<file path="src/rtl/sbl_pkg.sv">
package sbl_pkg;
  localparam int XLEN      = 64;
  localparam int HALF_W    = XLEN / 2;
  localparam int IMM_W     = 9;
  localparam int IDX_W     = 5;
  localparam int BYTE_W    = 8;
  localparam logic [IDX_W-1:0] SP_IDX = '1;
  localparam logic [7:0] OPC_HI_FIXED = 8'h19;

  typedef enum logic [1:0] {ST_IDLE, ST_REQ, ST_WAIT, ST_WB} sbl_state_e;

  typedef struct packed {
    logic latchInst;
    logic latchRsp;
  } sbl_strobe_t;

  typedef struct packed {
    logic isMatch;
    logic spFault;
  } sbl_decode_t;
endpackage

</file>
<file path="src/rtl/sbl_datapath.sv">
module sbl_datapath
  import sbl_pkg::*;
#(
  parameter int SP_ALIGN_LOG2 = 4
) (
  input  logic              clk,
  input  logic              rstN,
  input  sbl_strobe_t       strobe,
  input  logic [31:0]       instWord,
  input  logic [XLEN-1:0]   baseVal,
  input  logic [XLEN-1:0]   spVal,
  input  logic              spAlignCheck,
  input  logic [BYTE_W-1:0] memRspData,
  output sbl_decode_t       dec,
  output logic [IDX_W-1:0]  baseIdx,
  output logic [XLEN-1:0]   memReqAddr,
  output logic              memReqTagChk,
  output logic [IDX_W-1:0]  wbIdx,
  output logic [XLEN-1:0]   wbData
);
  logic [IDX_W-1:0]  rnField;
  logic [XLEN-1:0]   offsetExt;
  logic [XLEN-1:0]   baseSel;
  logic              useSp;
  logic              fixedOk;
  logic              opcOk;
  logic [XLEN-1:0]   addrQ;
  logic              tagQ;
  logic [IDX_W-1:0]  rtQ;
  logic              narrowQ;
  logic [BYTE_W-1:0] byteQ;

  assign rnField   = instWord[9:5];
  assign baseIdx   = rnField;
  assign useSp     = (rnField == SP_IDX);
  assign offsetExt = {{(XLEN-IMM_W){instWord[20]}}, instWord[20:12]};
  assign baseSel   = useSp ? spVal : baseVal;

  assign fixedOk = (instWord[31:24] == OPC_HI_FIXED) && !instWord[21]
                   && (instWord[11:10] == 2'b00);
  assign opcOk   = instWord[23];

  assign dec.isMatch = fixedOk && opcOk;
  assign dec.spFault = useSp && spAlignCheck && (spVal[SP_ALIGN_LOG2-1:0] != '0);

  always_ff @(posedge clk or negedge rstN) begin
    if (!rstN) begin
      addrQ   <= '0;
      tagQ    <= 1'b0;
      rtQ     <= '0;
      narrowQ <= 1'b0;
    end else if (strobe.latchInst) begin
      addrQ   <= baseSel + offsetExt;
      tagQ    <= !useSp;
      rtQ     <= instWord[4:0];
      narrowQ <= instWord[22];
    end
  end

  always_ff @(posedge clk or negedge rstN) begin
    if (!rstN)                byteQ <= '0;
    else if (strobe.latchRsp) byteQ <= memRspData;
  end

  assign memReqAddr   = addrQ;
  assign memReqTagChk = tagQ;
  assign wbIdx        = rtQ;

  always_comb begin
    if (narrowQ)
      wbData = {{HALF_W{1'b0}}, {(HALF_W-BYTE_W){byteQ[BYTE_W-1]}}, byteQ};
    else
      wbData = {{(XLEN-BYTE_W){byteQ[BYTE_W-1]}}, byteQ};
  end
endmodule

</file>
<file path="src/rtl/sbl_ctrl.sv">
module sbl_ctrl
  import sbl_pkg::*;
(
  input  logic        clk,
  input  logic        rstN,
  input  logic        instValid,
  input  logic        featEnable,
  input  sbl_decode_t dec,
  input  logic        memReqReady,
  input  logic        memRspValid,
  output sbl_strobe_t strobe,
  output logic        instReady,
  output logic        memReqValid,
  output logic        memRspReady,
  output logic        wbValid,
  output logic        inFlight,
  output logic        loadStall,
  output logic        notThisInst,
  output logic        undefInst,
  output logic        spAlignFault
);
  sbl_state_e state, stateNext;
  logic accept, goNt, goUd, goFault, goLoad;

  assign instReady = (state == ST_IDLE);
  assign accept    = instValid && instReady;
  assign goNt      = accept && !dec.isMatch;
  assign goUd      = accept && dec.isMatch && !featEnable;
  assign goFault   = accept && dec.isMatch && featEnable && dec.spFault;
  assign goLoad    = accept && dec.isMatch && featEnable && !dec.spFault;

  assign strobe.latchInst = goLoad;
  assign strobe.latchRsp  = (state == ST_WAIT) && memRspValid;

  always_comb begin
    stateNext = state;
    unique case (state)
      ST_IDLE: if (goLoad) stateNext = ST_REQ;
      ST_REQ:  if (memReqReady) stateNext = ST_WAIT;
      ST_WAIT: if (memRspValid) stateNext = ST_WB;
      ST_WB:   stateNext = ST_IDLE;
      default: stateNext = ST_IDLE;
    endcase
  end

  always_ff @(posedge clk or negedge rstN) begin
    if (!rstN) begin
      state        <= ST_IDLE;
      notThisInst  <= 1'b0;
      undefInst    <= 1'b0;
      spAlignFault <= 1'b0;
    end else begin
      state        <= stateNext;
      notThisInst  <= goNt;
      undefInst    <= goUd;
      spAlignFault <= goFault;
    end
  end

  assign memReqValid = (state == ST_REQ);
  assign memRspReady = (state == ST_WAIT);
  assign wbValid     = (state == ST_WB);
  assign inFlight    = (state == ST_WAIT) || (state == ST_WB);
  assign loadStall   = (state != ST_IDLE);
endmodule

</file>
<file path="src/rtl/sbl_top.sv">
module sbl_top
  import sbl_pkg::*;
#(
  parameter int SP_ALIGN_LOG2 = 4
) (
  input  logic        clk,
  input  logic        rstN,
  input  logic        featEnable,
  input  logic        spAlignCheck,
  input  logic        instValid,
  output logic        instReady,
  input  logic [31:0] instWord,
  output logic [4:0]  baseIdx,
  input  logic [63:0] baseVal,
  input  logic [63:0] spVal,
  output logic        memReqValid,
  input  logic        memReqReady,
  output logic [63:0] memReqAddr,
  output logic        memReqTagChk,
  input  logic        memRspValid,
  output logic        memRspReady,
  input  logic [7:0]  memRspData,
  output logic        wbValid,
  output logic [4:0]  wbIdx,
  output logic [63:0] wbData,
  output logic        inFlight,
  output logic        loadStall,
  output logic        notThisInst,
  output logic        undefInst,
  output logic        spAlignFault
);
  sbl_strobe_t strobe;
  sbl_decode_t dec;

  sbl_ctrl u_ctrl (
    .clk(clk), .rstN(rstN), .instValid(instValid), .featEnable(featEnable),
    .dec(dec), .memReqReady(memReqReady), .memRspValid(memRspValid),
    .strobe(strobe), .instReady(instReady), .memReqValid(memReqValid),
    .memRspReady(memRspReady), .wbValid(wbValid), .inFlight(inFlight),
    .loadStall(loadStall), .notThisInst(notThisInst), .undefInst(undefInst),
    .spAlignFault(spAlignFault)
  );

  sbl_datapath #(.SP_ALIGN_LOG2(SP_ALIGN_LOG2)) u_dp (
    .clk(clk), .rstN(rstN), .strobe(strobe), .instWord(instWord),
    .baseVal(baseVal), .spVal(spVal), .spAlignCheck(spAlignCheck),
    .memRspData(memRspData), .dec(dec), .baseIdx(baseIdx),
    .memReqAddr(memReqAddr), .memReqTagChk(memReqTagChk),
    .wbIdx(wbIdx), .wbData(wbData)
  );
endmodule

</file>
<file path="config.mk">
export PLATFORM = sky130hd
export DESIGN_NAME = sbl_top
export DESIGN_NICKNAME = d
export VERILOG_FILES = /design/src/rtl/sbl_pkg.sv /design/src/rtl/sbl_datapath.sv /design/src/rtl/sbl_ctrl.sv /design/src/rtl/sbl_top.sv
export SDC_FILE = /design/constraint.sdc
export NUM_CORES = 1
export LEC_CHECK = 0
export ABC_AREA = 1
export BUFFER_PORTS_ARGS = -buffer_cell sky130_fd_sc_hd__buf_2
export CELL_PAD_IN_SITES_DETAIL_PLACEMENT = 1
export CELL_PAD_IN_SITES_GLOBAL_PLACEMENT = 1
export CORE_MARGIN = 2
export CORE_UTILIZATION = 35
export CTS_CLUSTER_SIZE = 24
export DETAILED_ROUTE_END_ITERATION = 16
export GPL_ROUTABILITY_DRIVEN = 0
export HOLD_SLACK_MARGIN = 0.02
export PLACE_DENSITY_LB_ADDON = 0.1
export SLEW_MARGIN = 20
export SYNTH_ARGS = -nofsm -noshare
export SYNTH_HDL_FRONTEND = slang
export SYNTH_SLANG_ARGS = --single-unit
</file>
<file path="constraint.sdc">
create_clock -name clk -period 2.7 [get_ports clk]
set_input_delay 0.405 -clock clk [delete_from_list [all_inputs] [get_ports clk]]
set_output_delay 0.405 -clock clk [all_outputs]
set_load 0.1 [all_outputs]
</file>
==> metrics.yaml <==
route:
  wl_per_cell_microns: 17.0
  routed_wirelength_microns: 46100
  dr.pass1.iters: 5
  drcViolationCount: 0
  vias: 13104
  ant_nets: 0
  drtIter0Drc: 691
  via_per_inst: 4.84
clock_network:
  clk_pin_slew_worst_paths_ns: 0.07
  clock_latency_ns: 0.38
  clk_path_buf_depth: 2
  cts_root_buf: "clkbuf_16"
  cts_buffers: 9
  cts.sinks: 84
  htreeDepth: 3
  cts_tree: "done"
sta:
  rsz0062_at_grt: "true"
  tightest_slew_ns: 0.553
  hold_violations: 0
  skew_ns: 0.0206
  drv_slew: 0
  period_needed_ns: 2.74
  timing.fmax_ghz: 0.365
  fin_ws_ns: -0.0364
  setup_violations: 2
  finalCritPeriodShare_pct: 101
  max-slew-margin-rel_pct: 63.1
floorplan:
  die_h_microns: 175
  start_util_pct: 35.6
  die-area_sq_um: 30700
  core_area_sq_um: 28800
  die_w_microns: 175
  rows: 62
  ios: 323
place:
  place_area_sq_um: 13300
  dp_hpwl_microns: 37800
  port_buffers: 322
  dp_slack_ns: -0.585
  place_inst: 2679
synthesis:
  synth_area_per_cell_sq_um: 5.48
  seq_area_frac_synth_pct: 20.5
  yosysUniqueCellTypes: 30
  syn_area_sq_um: 10300
  synth_nets: 2121
  ys_ff_latch: 84
  syn_inst: 1872
  yosysWarnings: 0
finish:
  synthToLayoutAreaGrowth_pct: 41.3
  multi_input_area_sq_um: 7140
  final_cell_area_sq_um: 14500
  final_nets: 2564
  seq_area_sq_um: 2110
  final_cells: 2705
  drive_above_1_share_pct: 30.9
  nFillCells: 4142
power:
  finalPower_mw: 9.63
  switchingPower_mw: 6.15
  leakagePower_nw: 8.95
  switching_share_pct: 63.8
  power_per_cell_area_nw_per_um2: 665
  clkPwrFrac_pct: 14.3
  p_int_mw: 3.48
  p_comb_share_pct: 70.9
  peakVddDrop_mv: 0.975
  seqPwrFrac_pct: 14.8
min_path:
  hold_class: "in -> reg"
  min_from: "instWord[22]"
global_route:
  grt_use_total_pct: 28.5
  grt_overflow: 0
  grt_start_max_net_pins: 82
  use_met1_pct: 36.9
  grt_pass1_wl_microns: 68700
  antenna_found_initial: 1
  met2_usage_pct: 50.8
  grt_util_met3_pct: 3.22
  grt.busiest_layer: "met2"
  first_global_vias: 13045
setup_path:
  worstPathRequired_ns: 2.95
  cp-end-kind: "flip-flop"
  r2r_start: "u_ctrl.state[0]"
  crit_type: "in -> reg"
  critPathLaunchType: "input pin"
  critical_path_arrival_ns: 2.98
  startpoint: "instWord[9]"
  crit_fanout: 38
status:
  violations: "negative setup slack"
  status: "finished with violations"
flow_run:
  max_cap_violations: 0
## power by group through the flow
stage,Clock [mW],Sequential (mW),Combinational (mW)
5_1_grt,1.44,1.44,7.14
3_3_place_gp,0,1.44,6.49
6_report,1.38,1.42,6.83
4_1_cts,1.39,1.43,6.62
2_1_floorplan,0,1.94,5.06
3_5_place_dp,0,1.45,6.58
## state kept, by name, summed over array words and instances (netlist names), 2 cells and up
| register | cells |
|---|---|
| u_dp.memReqAddr | 64 |
| u_dp.byteQ | 8 |
| u_dp.wbIdx | 5 |
| u_ctrl.state | 2 |
## synthesized netlist by cell type
| cell | n | area [sq um] |
|---|---|---|
| nor2_1 | 118 | 443 |
| nand4_1 | 11 | 68.8 |
| nand3_1 | 95 | 475 |
| nand3b_1 | 8 | 60.1 |
| inv_1 | 326 | 1220 |
| dfrtp_1 | 84 | 2100 |
| ha_1 | 73 | 913 |
| nor3_1 | 13 | 65.1 |
| fa_1 | 1 | 20.0 |
| o21ai_0 | 27 | 135 |
| buf_1 | 1 | 3.75 |
| o21ai_1 | 8 | 40.0 |
| nor4_1 | 4 | 25.0 |
| clkbuf_1 | 19 | 71.3 |
| nand3_2 | 1 | 10.0 |
| nand2_1 | 919 | 3450 |
| buf_6 | 2 | 22.5 |
| or2_2 | 8 | 50.1 |
| o21bai_1 | 2 | 15.0 |
| a21oi_2 | 1 | 8.76 |
| xnor2_1 | 16 | 140 |
| xor2_1 | 2 | 17.5 |
| buf_4 | 64 | 480 |
| and2_1 | 2 | 12.5 |
| nor3_2 | 4 | 40.0 |
| mux2_2 | 7 | 78.8 |
| clkinv_2 | 1 | 5.00 |
| a21oi_1 | 51 | 255 |
| nor2_2 | 1 | 6.26 |
| buf_2 | 3 | 15.0 |
## cell families (layout without fill, tap and decap cells)
family                   Yosys count  after routing  synth area share [%]
flip-flops                        84             84                  20.5
adder cells (fa/ha/maj)           74             74                  9.10
other                              0              1                     0
multiplexers                       7              7                 0.769
buffers and inverters            416            864                  17.8
AO/OA/AOI/OAI                     89             89                  4.43
AND/OR/NAND/NOR                 1184           1184                  45.9
XOR/XNOR                          18             18                  1.54
## per-stage QoR
step	utilization (%)	hold slack, ns	setup TNS, ns
floorplan	-	0.109	0
global placement	46.3	0.320	-15.04
detailed placement	46.3	0.313	-20.59
CTS	47.7	0.231	0
global route	50.3	0.252	-2.40
finish	50.3	0.239	-0.0405
## cell usage in the layout, fill, tap and decap left out, drive strengths merged, types with 2 or more instances in the layout
master  instances
a21oi          52
and2            2
buf           520
clkbuf         10
clkinv          3
dfrtp          84
ha             73
inv           328
mux2            7
nand2         919
nand3          96
nand3b          8
nand4          11
nor2          119
nor3           17
nor4            4
o21ai          35
o21bai          2
or2             8
xnor2          16
xor2            2
## critical path, cell delays in order
cell	delay (ns)
buf_2	0.10
nand3_2	0.10
nor2_4	0.18
inv_2	0.09
buf_12	0.17
nand2_2	0.14
nand2_1	0.09
ha_1	0.32
nand2_1	0.08
nand2_1	0.10
a21oi_2	0.22
nand2_4	0.11
nand2_1	0.07
nand2_1	0.09
nand2_1	0.10
nand2_2	0.10
buf_12	0.15
nand2_1	0.07
nand3_1	0.09
nand3_2	0.12
nand2_1	0.06
## routing by layer
layer / share of wire (%) / vias to the layer above
met5: 0 / -
met4: 2.4 / 0
met3: 4.4 / 64
met2: 48 / 355
met1: 45 / 6239
li1: - / 6446
## final timing paths
| kind | end | slack [ns] | cells after the start |
|---|---|---|---|
| worst max-delay path | u_dp.memReqAddr[43] | -0.04 | 21 |
| worst min-delay path | u_dp.narrowQ | 0.24 | 3 |
| worst max register to register | u_dp.memReqAddr[60] | 0.80 | 9 |
| worst min register to register | u_dp.memReqAddr[44] | 0.48 | 2 |
| max in group asynchronous | u_dp.memReqAddr[35] | 1.40 | 3 |
| min in group asynchronous | u_ctrl.undefInst | 0.47 | 2 |
## repair_timing
action	CTS	global route
buffers inserted	1	8
setup endpoints to repair	29	49
pin swaps	2	11
gates resized for setup	20	157
endpoints found under the hold margin	18	0
hold buffers	1	0
## layout make-up
cell class | count | area share [%]
Inverter | 327 | 8.48
Tap cell | 384 | 3.32
Clock buffer | 10 | 1.58
Timing Repair Buffer | 521 | 22.3
Clock inverter | 6 | 0.492
Sequential cell | 84 | 14.5
Antenna cell | 1 | 0.0173
Multi-Input combinational cell | 1372 | 49.3
No activity file was read; power rests on OpenSTA's default activity.
